## src/rtl/setup_buf_pkg.sv

```systemverilog
// Package: setup_buf_pkg
// Shared types for the setup capture buffer. It holds the receive phase
// encoding used by the write controller and the default geometry.
package setup_buf_pkg;

    // Default geometry of the buffer
    localparam int unsigned SETUP_BYTES = 8;
    localparam int unsigned BYTE_W      = 8;

    // Receive phase of the write controller
    typedef enum logic [1:0] {
        RX_IDLE = 2'd0,   // no reception running, CPU may read
        RX_FILL = 2'd1,   // accepting bytes into the store
        RX_FULL = 2'd2    // store full, waiting for end of packet
    } rx_phase_e;

endpackage

```

## src/rtl/setup_buf_wr_ctrl.sv

```systemverilog
// Module: setup_buf_wr_ctrl
// Tracks a setup reception on the USB side. A start strobe restarts the
// write count at entry 0. Each valid byte is sent to the store until DEPTH
// bytes have been taken. A completion pulse is issued when byte DEPTH
// carries the end mark. Assumes rx_eop is meaningful only with rx_vld and
// that a byte offered in the start cycle belongs to no packet.
module setup_buf_wr_ctrl
    import setup_buf_pkg::*;
#(
    parameter int unsigned DEPTH = SETUP_BYTES
) (
    input  logic                       clk,
    input  logic                       rst_n,
    input  logic                       rx_start,
    input  logic                       rx_vld,
    input  logic                       rx_eop,
    output logic                       wr_en,
    output logic [$clog2(DEPTH)-1:0]   wr_idx,
    output logic                       rx_busy,
    output logic                       fill_done
);
    localparam int unsigned PTR_W = $clog2(DEPTH);
    localparam int unsigned CNT_W = $clog2(DEPTH + 1);
    localparam logic [CNT_W-1:0] LAST_CNT = CNT_W'(DEPTH - 1);
    localparam logic [CNT_W-1:0] FULL_CNT = CNT_W'(DEPTH);

    rx_phase_e        phase_q;
    logic [CNT_W-1:0] wcnt_q;

    // Decode the store write and the completion pulse from phase and count
    always_comb begin
        wr_en     = (phase_q == RX_FILL) && rx_vld && !rx_start;
        wr_idx    = wcnt_q[PTR_W-1:0];
        fill_done = wr_en && rx_eop && (wcnt_q == LAST_CNT);
        rx_busy   = (phase_q != RX_IDLE);
    end

    // Advance the receive phase and the write count
    always_ff @(posedge clk) begin
        if (!rst_n) begin
            phase_q <= RX_IDLE;
            wcnt_q  <= '0;
        end else if (rx_start) begin
            phase_q <= RX_FILL;
            wcnt_q  <= '0;
        end else begin
            case (phase_q)
                RX_FILL: begin
                    if (rx_vld) begin
                        wcnt_q <= wcnt_q + 1'b1;
                        if (rx_eop) begin
                            phase_q <= RX_IDLE;
                        end else if (wcnt_q == LAST_CNT) begin
                            phase_q <= RX_FULL;
                        end
                    end
                end
                RX_FULL: begin
                    if (rx_vld && rx_eop) begin
                        phase_q <= RX_IDLE;
                    end
                end
                default: phase_q <= RX_IDLE;
            endcase
        end
    end

    // a start always opens a fresh reception at entry 0
    a_r2_restart_at_zero: assert property (@(posedge clk) disable iff (!rst_n)
        rx_start |=> (wcnt_q == '0) && rx_busy);

    // the write count never runs past the store size
    a_r9_no_overrun: assert property (@(posedge clk) disable iff (!rst_n)
        wcnt_q <= FULL_CNT);

    // once full, no further write reaches the store
    a_r9_full_blocks: assert property (@(posedge clk) disable iff (!rst_n)
        (phase_q == RX_FULL) |-> !wr_en);

endmodule

```

## src/rtl/setup_buf_store.sv

```systemverilog
// Module: setup_buf_store
// DEPTH entries of DATA_W bits, one register slot per entry. Slots are
// written by index from the USB side and read through a mux by the CPU
// read pointer. Assumes at most one write per cycle.
module setup_buf_store #(
    parameter int unsigned DEPTH  = 8,
    parameter int unsigned DATA_W = 8
) (
    input  logic                       clk,
    input  logic                       rst_n,
    input  logic                       wr_en,
    input  logic [$clog2(DEPTH)-1:0]   wr_idx,
    input  logic [DATA_W-1:0]          wr_data,
    input  logic [$clog2(DEPTH)-1:0]   rd_idx,
    output logic [DATA_W-1:0]          rd_data
);
    localparam int unsigned PTR_W = $clog2(DEPTH);

    logic [DEPTH*DATA_W-1:0] slots_flat;

    for (genvar i = 0; i < DEPTH; i++) begin : g_slot
        logic [DATA_W-1:0] slot_q;

        // Capture the incoming byte when this slot is addressed
        always_ff @(posedge clk) begin
            if (!rst_n) begin
                slot_q <= '0;
            end else if (wr_en && (wr_idx == PTR_W'(i))) begin
                slot_q <= wr_data;
            end
        end

        assign slots_flat[i*DATA_W +: DATA_W] = slot_q;
    end

    // Select the entry under the read pointer
    always_comb begin
        rd_data = slots_flat[rd_idx*DATA_W +: DATA_W];
    end

    // a written byte is visible at its index in the next cycle
    a_r3_write_visible: assert property (@(posedge clk) disable iff (!rst_n)
        (wr_en && (wr_idx == rd_idx)) |=> ($past(rd_idx) != rd_idx) || (rd_data == $past(wr_data)));

endmodule

```

## src/rtl/setup_buf_rd_port.sv

```systemverilog
// Module: setup_buf_rd_port
// CPU-side read port. Accepts read strobes only while no reception runs,
// registers the byte under the pointer and advances the pointer modulo
// DEPTH. It also keeps the ready flag and the sticky abort flag. A strobe
// that collides with a reception or a start is dropped and marks an abort.
module setup_buf_rd_port #(
    parameter int unsigned DEPTH  = 8,
    parameter int unsigned DATA_W = 8
) (
    input  logic                       clk,
    input  logic                       rst_n,
    input  logic                       cpu_rd,
    input  logic                       abort_clr,
    input  logic                       rx_start,
    input  logic                       rx_busy,
    input  logic                       fill_done,
    input  logic [DATA_W-1:0]          rd_byte,
    output logic [$clog2(DEPTH)-1:0]   rd_ptr,
    output logic [DATA_W-1:0]          cpu_rdata,
    output logic                       setup_rdy,
    output logic                       rd_abort
);
    localparam int unsigned PTR_W = $clog2(DEPTH);
    localparam logic [PTR_W-1:0] LAST_PTR = PTR_W'(DEPTH - 1);

    logic rd_ok;
    logic rd_kill;

    // Split a strobe into an accepted read or one dropped for the USB side
    always_comb begin
        rd_ok   = cpu_rd && !rx_busy && !rx_start;
        rd_kill = cpu_rd && (rx_busy || rx_start);
    end

    // Register the read byte and move the pointer on an accepted read
    always_ff @(posedge clk) begin
        if (!rst_n) begin
            rd_ptr    <= '0;
            cpu_rdata <= '0;
        end else if (rd_ok) begin
            cpu_rdata <= rd_byte;
            rd_ptr    <= (rd_ptr == LAST_PTR) ? '0 : rd_ptr + 1'b1;
        end
    end

    // Ready flag: start clears, completion sets, reading the last entry clears
    always_ff @(posedge clk) begin
        if (!rst_n) begin
            setup_rdy <= 1'b0;
        end else if (rx_start) begin
            setup_rdy <= 1'b0;
        end else if (fill_done) begin
            setup_rdy <= 1'b1;
        end else if (rd_ok && (rd_ptr == LAST_PTR)) begin
            setup_rdy <= 1'b0;
        end
    end

    // Sticky abort flag: a dropped read sets it and beats a clear
    always_ff @(posedge clk) begin
        if (!rst_n) begin
            rd_abort <= 1'b0;
        end else if (rd_kill) begin
            rd_abort <= 1'b1;
        end else if (abort_clr) begin
            rd_abort <= 1'b0;
        end
    end

    // reading the last entry leaves the ready flag low
    a_r5_rdy_drop: assert property (@(posedge clk) disable iff (!rst_n)
        (cpu_rd && !rx_busy && !rx_start && (rd_ptr == LAST_PTR)) |=> !setup_rdy);

    // a dropped strobe leaves the pointer where it was
    a_r6_ptr_hold: assert property (@(posedge clk) disable iff (!rst_n)
        (cpu_rd && (rx_busy || rx_start)) |=> $stable(rd_ptr));

    // a dropped strobe is always flagged
    a_r6_abort_flag: assert property (@(posedge clk) disable iff (!rst_n)
        (cpu_rd && (rx_busy || rx_start)) |=> rd_abort);

    // the abort flag only falls after a clear request
    a_r7_sticky: assert property (@(posedge clk) disable iff (!rst_n)
        $fell(rd_abort) |-> $past(abort_clr));

endmodule

```

## src/rtl/setup_capture_buf.sv

```systemverilog
// Module: setup_capture_buf
// Top of the setup packet capture buffer. It joins the USB-side write
// controller, the byte store and the CPU-side read port. The USB side has
// priority: a CPU strobe during a reception is dropped and flagged. Assumes
// the start strobe, valid bytes and read strobes are synchronous to clk.
module setup_capture_buf
    import setup_buf_pkg::*;
#(
    parameter int unsigned DEPTH  = SETUP_BYTES,
    parameter int unsigned DATA_W = BYTE_W
) (
    input  logic              clk,
    input  logic              rst_n,
    input  logic              rx_start,
    input  logic              rx_vld,
    input  logic [DATA_W-1:0] rx_byte,
    input  logic              rx_eop,
    input  logic              cpu_rd,
    input  logic              abort_clr,
    output logic [DATA_W-1:0] cpu_rdata,
    output logic              setup_rdy,
    output logic              rd_abort
);
    localparam int unsigned PTR_W = $clog2(DEPTH);

    logic             wr_en;
    logic [PTR_W-1:0] wr_idx;
    logic             rx_busy;
    logic             fill_done;
    logic [PTR_W-1:0] rd_ptr;
    logic [DATA_W-1:0] rd_byte;

    setup_buf_wr_ctrl #(.DEPTH(DEPTH)) u_wr (
        .clk       (clk),
        .rst_n     (rst_n),
        .rx_start  (rx_start),
        .rx_vld    (rx_vld),
        .rx_eop    (rx_eop),
        .wr_en     (wr_en),
        .wr_idx    (wr_idx),
        .rx_busy   (rx_busy),
        .fill_done (fill_done)
    );

    setup_buf_store #(.DEPTH(DEPTH), .DATA_W(DATA_W)) u_store (
        .clk     (clk),
        .rst_n   (rst_n),
        .wr_en   (wr_en),
        .wr_idx  (wr_idx),
        .wr_data (rx_byte),
        .rd_idx  (rd_ptr),
        .rd_data (rd_byte)
    );

    setup_buf_rd_port #(.DEPTH(DEPTH), .DATA_W(DATA_W)) u_rd (
        .clk       (clk),
        .rst_n     (rst_n),
        .cpu_rd    (cpu_rd),
        .abort_clr (abort_clr),
        .rx_start  (rx_start),
        .rx_busy   (rx_busy),
        .fill_done (fill_done),
        .rd_byte   (rd_byte),
        .rd_ptr    (rd_ptr),
        .cpu_rdata (cpu_rdata),
        .setup_rdy (setup_rdy),
        .rd_abort  (rd_abort)
    );

    // ready only rises right after a byte carrying the end mark
    a_r4_rdy_on_eop: assert property (@(posedge clk) disable iff (!rst_n)
        $rose(setup_rdy) |-> $past(rx_vld && rx_eop && !rx_start));

    // a start leaves the ready flag low in the next cycle
    a_r2_start_clears: assert property (@(posedge clk) disable iff (!rst_n)
        rx_start |=> !setup_rdy);

endmodule

```

## config.mk

```make
export PLATFORM = sky130hd
export DESIGN_NAME = setup_capture_buf
export DESIGN_NICKNAME = d
export VERILOG_FILES = /design/src/rtl/setup_buf_pkg.sv /design/src/rtl/setup_buf_wr_ctrl.sv /design/src/rtl/setup_buf_store.sv /design/src/rtl/setup_buf_rd_port.sv /design/src/rtl/setup_capture_buf.sv
export SDC_FILE = /design/constraint.sdc
export NUM_CORES = 1
export LEC_CHECK = 0
export CORE_AREA = 2 2 82 84
export CTS_CLUSTER_SIZE = 16
export DETAILED_ROUTE_END_ITERATION = 16
export DIE_AREA = 0 0 84 86
export DONT_BUFFER_PORTS = 1
export PLACE_DENSITY_LB_ADDON = 0.3
export SYNTH_ARGS = -nofsm -noshare
export SYNTH_HDL_FRONTEND = slang
export SYNTH_SLANG_ARGS = --single-unit
```

## constraint.sdc

```tcl
create_clock -name clk -period 1.77 [get_ports clk]
set_input_delay 0.354 -clock clk [delete_from_list [all_inputs] [get_ports clk]]
set_output_delay 0.354 -clock clk [all_outputs]
set_load 0.05 [all_outputs]
```

Word-level counts from Yosys, hierarchy flattened
Index checks and enable logic that the tools add are counted.
Widths: inputs -> output; s select.
{"block": "op_classes", "addsub": 2, "eq_ne": 17, "shift": 1, "muxes": 11, "bitwise": 1, "n_reduce_logical": 28}
{"op": "$shiftx 64x7->8", "count": 1}
{"op": "$logic_and 1x1->1", "count": 17}
{"op": "$eq 3x3->1 const B", "count": 5}
{"op": "$mux 2", "count": 4}
{"op": "$eq 3x2->1 const B", "count": 2}
{"op": "$ne 3x3->1 const B", "count": 2}
{"op": "$reduce_and 3->1", "count": 2}
{"op": "$reduce_bool 2->1", "count": 3}
{"op": "$mux 1", "count": 5}
{"op": "$add 4x1->4 const B", "count": 1}
{"op": "$eq 4x3->1 const B", "count": 1}
{"op": "$ne 4x4->1 const B", "count": 1}
{"op": "$pmux 2 s2", "count": 1}
{"op": "$add 3x1->3 const B", "count": 1}
{"op": "$eq 3x1->1 const B", "count": 1}
{"op": "$logic_not 3->1", "count": 1}
{"op": "$mux 3", "count": 1}
{"op": "$ne 3x2->1 const B", "count": 1}
{"op": "$eq 2x1->1 const B", "count": 1}
{"op": "$eq 2x2->1 const B", "count": 1}
{"op": "$logic_not 1->1", "count": 2}
{"op": "$ne 2x1->1 const B", "count": 1}
{"op": "$ne 2x2->1 const B", "count": 1}
{"op": "$reduce_and 2->1", "count": 1}
{"op": "3 further kinds", "count": 3}
{"block": "totals", "ff_bits": 83, "in_bits": 15, "output_inout_bits": 10, "wordCells": 75}

Logic depth before layout (Yosys ltp)
{"block": "logic_depth", "word_depth": 7, "ltp_mapped": 7, "depth_no_buf": 5}

By module
A second synthesis with hierarchy kept.
{"block": "hier_totals", "hier_cells": 397, "hier_area_um2": 3952.5}
{"module": "setup_buf_store", "instances": 1, "cells_per_inst": 301, "area_each_um2": 3061.7, "seq_area_each_um2": 1281.2}
{"module": "setup_buf_rd_port", "instances": 1, "cells_per_inst": 59, "area_each_um2": 568.0, "seq_area_each_um2": 260.2}
{"module": "setup_buf_wr_ctrl", "instances": 1, "cells_per_inst": 37, "area_each_um2": 322.8, "seq_area_each_um2": 120.1}

Worst setup path after synthesis
OpenSTA, ideal clock, no wires.
{"block": "synth_path", "kind": "reg2reg", "start": "register u_wr.phase_q[1]", "end": "register u_rd.cpu_rdata[1]", "setup_ns": 0.117, "arrival_time_ns": 1.410, "slack_ns": 0.242, "stages_incl_launch_ff": 6, "synth_period_minus_slack_ns": 1.528, "cell_sequence": "dfxtp_1 clkbuf_2 nor4b_4 and2b_2 clkbuf_1 a32o_1"}
{"block": "synth_via", "elab_chain_len": 4}
{"element": "from (decl)", "line_no": "setup_buf_wr_ctrl.sv:27", "source": "rx_phase_e phase_q;"}
{"element": "from (signal assigned)", "line_no": "setup_buf_wr_ctrl.sv:41", "source": "phase_q <= RX_IDLE;"}
{"element": "from (signal assigned)", "line_no": "setup_buf_wr_ctrl.sv:44", "source": "phase_q <= RX_FILL;"}
{"element": "from (signal assigned)", "line_no": "setup_buf_wr_ctrl.sv:52", "source": "phase_q <= RX_IDLE;"}
{"element": "$reduce_bool 2->1", "line_no": "setup_buf_wr_ctrl.sv:35", "source": "rx_busy = (phase_q != RX_IDLE);"}
{"element": "$logic_not 1->1", "line_no": "setup_buf_rd_port.sv:31", "source": "rd_ok = cpu_rd && !rx_busy && !rx_start;"}
{"element": "$logic_and 1x1->1 (2 in series)", "line_no": "setup_buf_rd_port.sv:31"}
{"element": "to (signal assigned)", "line_no": "setup_buf_rd_port.sv:41", "source": "cpu_rdata <= rd_byte;"}
{"element": "to (decl)", "line_no": "setup_buf_rd_port.sv:19", "source": "output logic [DATA_W-1:0] cpu_rdata,"}
No other way between the ends.
A chain may end at the register's enable or synchronous reset.

Final worst setup path
{"block": "layout_path", "start": "register u_wr.phase_q[0]", "end": "register u_store.g_slot[0].slot_q[5]"}
{"block": "layout_via", "elab_chain_len": 4}
{"element": "$eq 2x1->1", "line_no": "setup_buf_wr_ctrl.sv:32", "source": "wr_en = (phase_q == RX_FILL) && rx_vld && !rx_start;"}
{"element": "$logic_and 1x1->1 (2 in series)", "line_no": "setup_buf_wr_ctrl.sv:32"}
{"element": "$logic_and 1x1->1", "line_no": "setup_buf_store.sv:28", "source": "end else if (wr_en && (wr_idx == PTR_W'(i))) begin"}
{"element": "to (signal assigned)", "line_no": "setup_buf_store.sv:29", "source": "slot_q <= wr_data;"}
{"element": "to (decl)", "line_no": "setup_buf_store.sv:22", "source": "logic [DATA_W-1:0] slot_q;"}
No other way between the ends.

==> results.sh <==
export IMPL_status="finished, final reports clean"
export IMPL_syn_inst=383
export IMPL_finalCritPeriodShare=0.9146
export IMPL_io_pins=25
export IMPL_hold_path_class="input pin to flop"
export IMPL_synth_flop_cell="dfxtp_1"
export IMPL_cts_tree="done"
export IMPL_portBuffers=0
export IMPL_rows=29
export IMPL_dp_slack_ns=0.1731
export IMPL_drc_errors=0
export IMPL_grt_total_usage=0.2431
export IMPL_power_density_nw_per_um2=785.5
export IMPL_cts_clk_slew_worst_paths_ns=0.08
export IMPL_dp_hpwl_mm=5.443
export IMPL_start_util=0.6177
export IMPL_leakage_nw=1.716
export IMPL_cp_max_fo=9
export IMPL_wl_mm=8.259
export IMPL_nets=402
export IMPL_r2r_setup_slack_ns=0.15
export IMPL_cts_made_buffers=9
export IMPL_timing_setup_critical_path_class="flop to flop"
export IMPL_timing_hold_violations_final=0
export IMPL_ant_nets=0
export IMPL_grt_max_degree=74
export IMPL_cts_resized=0
export IMPL_slew_viol_final=0
export IMPL_synth_edf_count=0
export IMPL_coreArea_sq_um=6277
export IMPL_setup_viol=0
export IMPL_fin_setup_tns_ns=0
export IMPL_cp_start_kind="flop"
export IMPL_grt_pass1_wl_mm=13.37
export IMPL_area_growth_pct=6.873
export IMPL_cp_arrival_ns=1.86
export IMPL_ys_types=37
export IMPL_grt_pass1_vias=2595
export IMPL_cts_sinks=83
export IMPL_clk_path_buf_depth=2
export IMPL_placed_cells=445
export IMPL_setup_slack_ns=0.1512
export IMPL_ctsHtreeMaxLevel=3
export IMPL_utilization=0.6602
export IMPL_antenna_found_initial=0
export IMPL_whs_ns=0.1350
export IMPL_drv_cap=0
export IMPL_end_kind="flop"
export IMPL_place_congestion=0.7848
export IMPL_relSlewSlack=0.6268
export IMPL_overflow=0
export IMPL_syn_area_per_cell_sq_um=10.12
export IMPL_crit_required_ns=2.01
export IMPL_timing_fmax_mhz=617.8
export IMPL_syn_cell_area_sq_um=3877
export IMPL_holdBufCountCts=0
export IMPL_drive_gt1_frac=0.1126
export IMPL_fin_crit_ns=1.619
export IMPL_num_vias=2706
export IMPL_yosysWarnings=0
export IMPL_skew_ns=0.01238
export IMPL_rsz0062_at_grt="no"
export IMPL_ys_seq_area_frac=0.4285
export IMPL_instances_no_fill=459
export IMPL_die_h_um=86
export IMPL_synthesis_nets=406
export IMPL_die_area_sq_um=7224
export IMPL_first_pass_iters=4
export IMPL_wl_per_cell_um=17.99
export IMPL_viasPerCell=5.895
export IMPL_worst_pin_slew_ns=0.5591
export IMPL_fillers=530
export IMPL_die_width_um=84
export IMPL_synthArstFlopShare=0
export IMPL_diodes=0
export IMPL_peakVddDrop_uv=533.9
export IMPL_post_cts_buffers=0
export IMPL_drt_initial_drc_count=157
export IMPL_ys_seq_elements=83
export IMPL_cts_root_buf="clkbuf_8"
export IMPL_clock_latency_ns=0.35
## layout by cell type (no fill, tap or decap), types with 5 or more instances in the layout
master	synthesis	routed
nand3_1	17	17
nor2b_1	55	55
dfxtp_1	83	82
nor2_1	9	9
nand2_1	20	20
ha_1	8	8
buf_4	1	17
a22oi_1	17	17
inv_1	5	5
mux2i_1	83	83
clkbuf_8	0	10
a21boi_0	17	17
a32o_1	7	7
## worst paths after layout
| check | from | to | cells after the start |
|---|---|---|---|
| setup / recovery | u_wr.phase_q[0] | u_store.g_slot[0].slot_q[5] | 4 |
| hold / removal | rst_n | u_rd.rd_ptr[0] | 1 |
| hold reg to reg | u_store.g_slot[7].slot_q[0] | u_store.g_slot[7].slot_q[0] | 2 |
| setup reg to reg | u_wr.phase_q[0] | u_store.g_slot[0].slot_q[5] | 4 |
## worst max-delay path, cell delays in order, from the launching register on
cell and delay (ns):
dfxtp_1 0.50, nor2b_1 0.35, nand3_2 0.32, mux2i_1 0.26, nor2b_1 0.07
## cells in the mapped netlist, types with 2 or more instances
cell type	n	share of area
dfxtp_1	83	0.43
mux2i_1	83	0.21
nor2b_1	55	0.089
clkbuf_1	21	0.020
nand2_1	20	0.019
a21boi_0	17	0.033
a22oi_1	17	0.033
nand3_1	17	0.022
nor2_1	9	0.0087
ha_1	8	0.026
a32o_1	7	0.018
buf_2	7	0.0090
inv_1	5	0.0048
buf_1	3	0.0029
nand3_2	3	0.0077
nand4_2	3	0.0097
a211oi_1	2	0.0039
a21oi_1	2	0.0026
nand2b_1	2	0.0032
o21ai_0	2	0.0026
## logic make-up (layout without fill, tap and decap cells)
family	after synthesis	in the layout	share of synthesized area
flip-flops	83	83	0.4285
adder cells (fa/ha/maj)	8	8	0.02582
AO/OA/AOI/OAI	49	49	0.09648
multiplexers	83	83	0.2143
AND/OR/NAND/NOR	120	120	0.1901
buffers and inverters	38	37	0.04034
XOR/XNOR	2	2	0.004518
## metrics by stage
stage,area [sq um],power [mW]
finish,4144,3.255
global route,4144,3.366
CTS,4144,3.275
detailed placement,3985,2.120
global placement,3985,2.116
floorplan,3877,2.118
## state kept, by name, indices dropped and copies added, names as in the netlist
signal	count
u_rd.cpu_rdata	8
u_rd.rd_abort	1
u_rd.rd_ptr	3
u_rd.setup_rdy	1
u_store.g_slot.slot_q	64
u_wr.phase_q	2
u_wr.wcnt_q	4
## cell type report
class                   instances  area, sq um  area share
multi-input cells             262         2059      0.4970
flip-flops and latches         83         1663      0.4013
repair buffers                 18        147.6     0.03563
clock buffers                  12        145.1     0.03502
well taps                      77        96.34     0.02325
inverters                       5        18.77    0.004529
clock inverters                 2        13.76    0.003321
## per-layer routing
| layer | vias to the layer above | wire, um | track usage |
|---|---|---|---|
| met5 | - | 0 | 0 |
| met4 | 0 | 176 | 0.1100 |
| met3 | 13 | 509 | 0.05679 |
| met2 | 58 | 3784 | 0.3753 |
| met1 | 1307 | 3789 | 0.3265 |
| li1 | 1328 | - | - |
## where the power goes
group | internal [mW] | switching, mW | total [mW]
registers | 1.88 | 0.0255 | 1.91
logic | 0.0908 | 0.0793 | 0.170
clock network | 0.534 | 0.645 | 1.18
No activity file was read; power rests on OpenSTA's default activity.
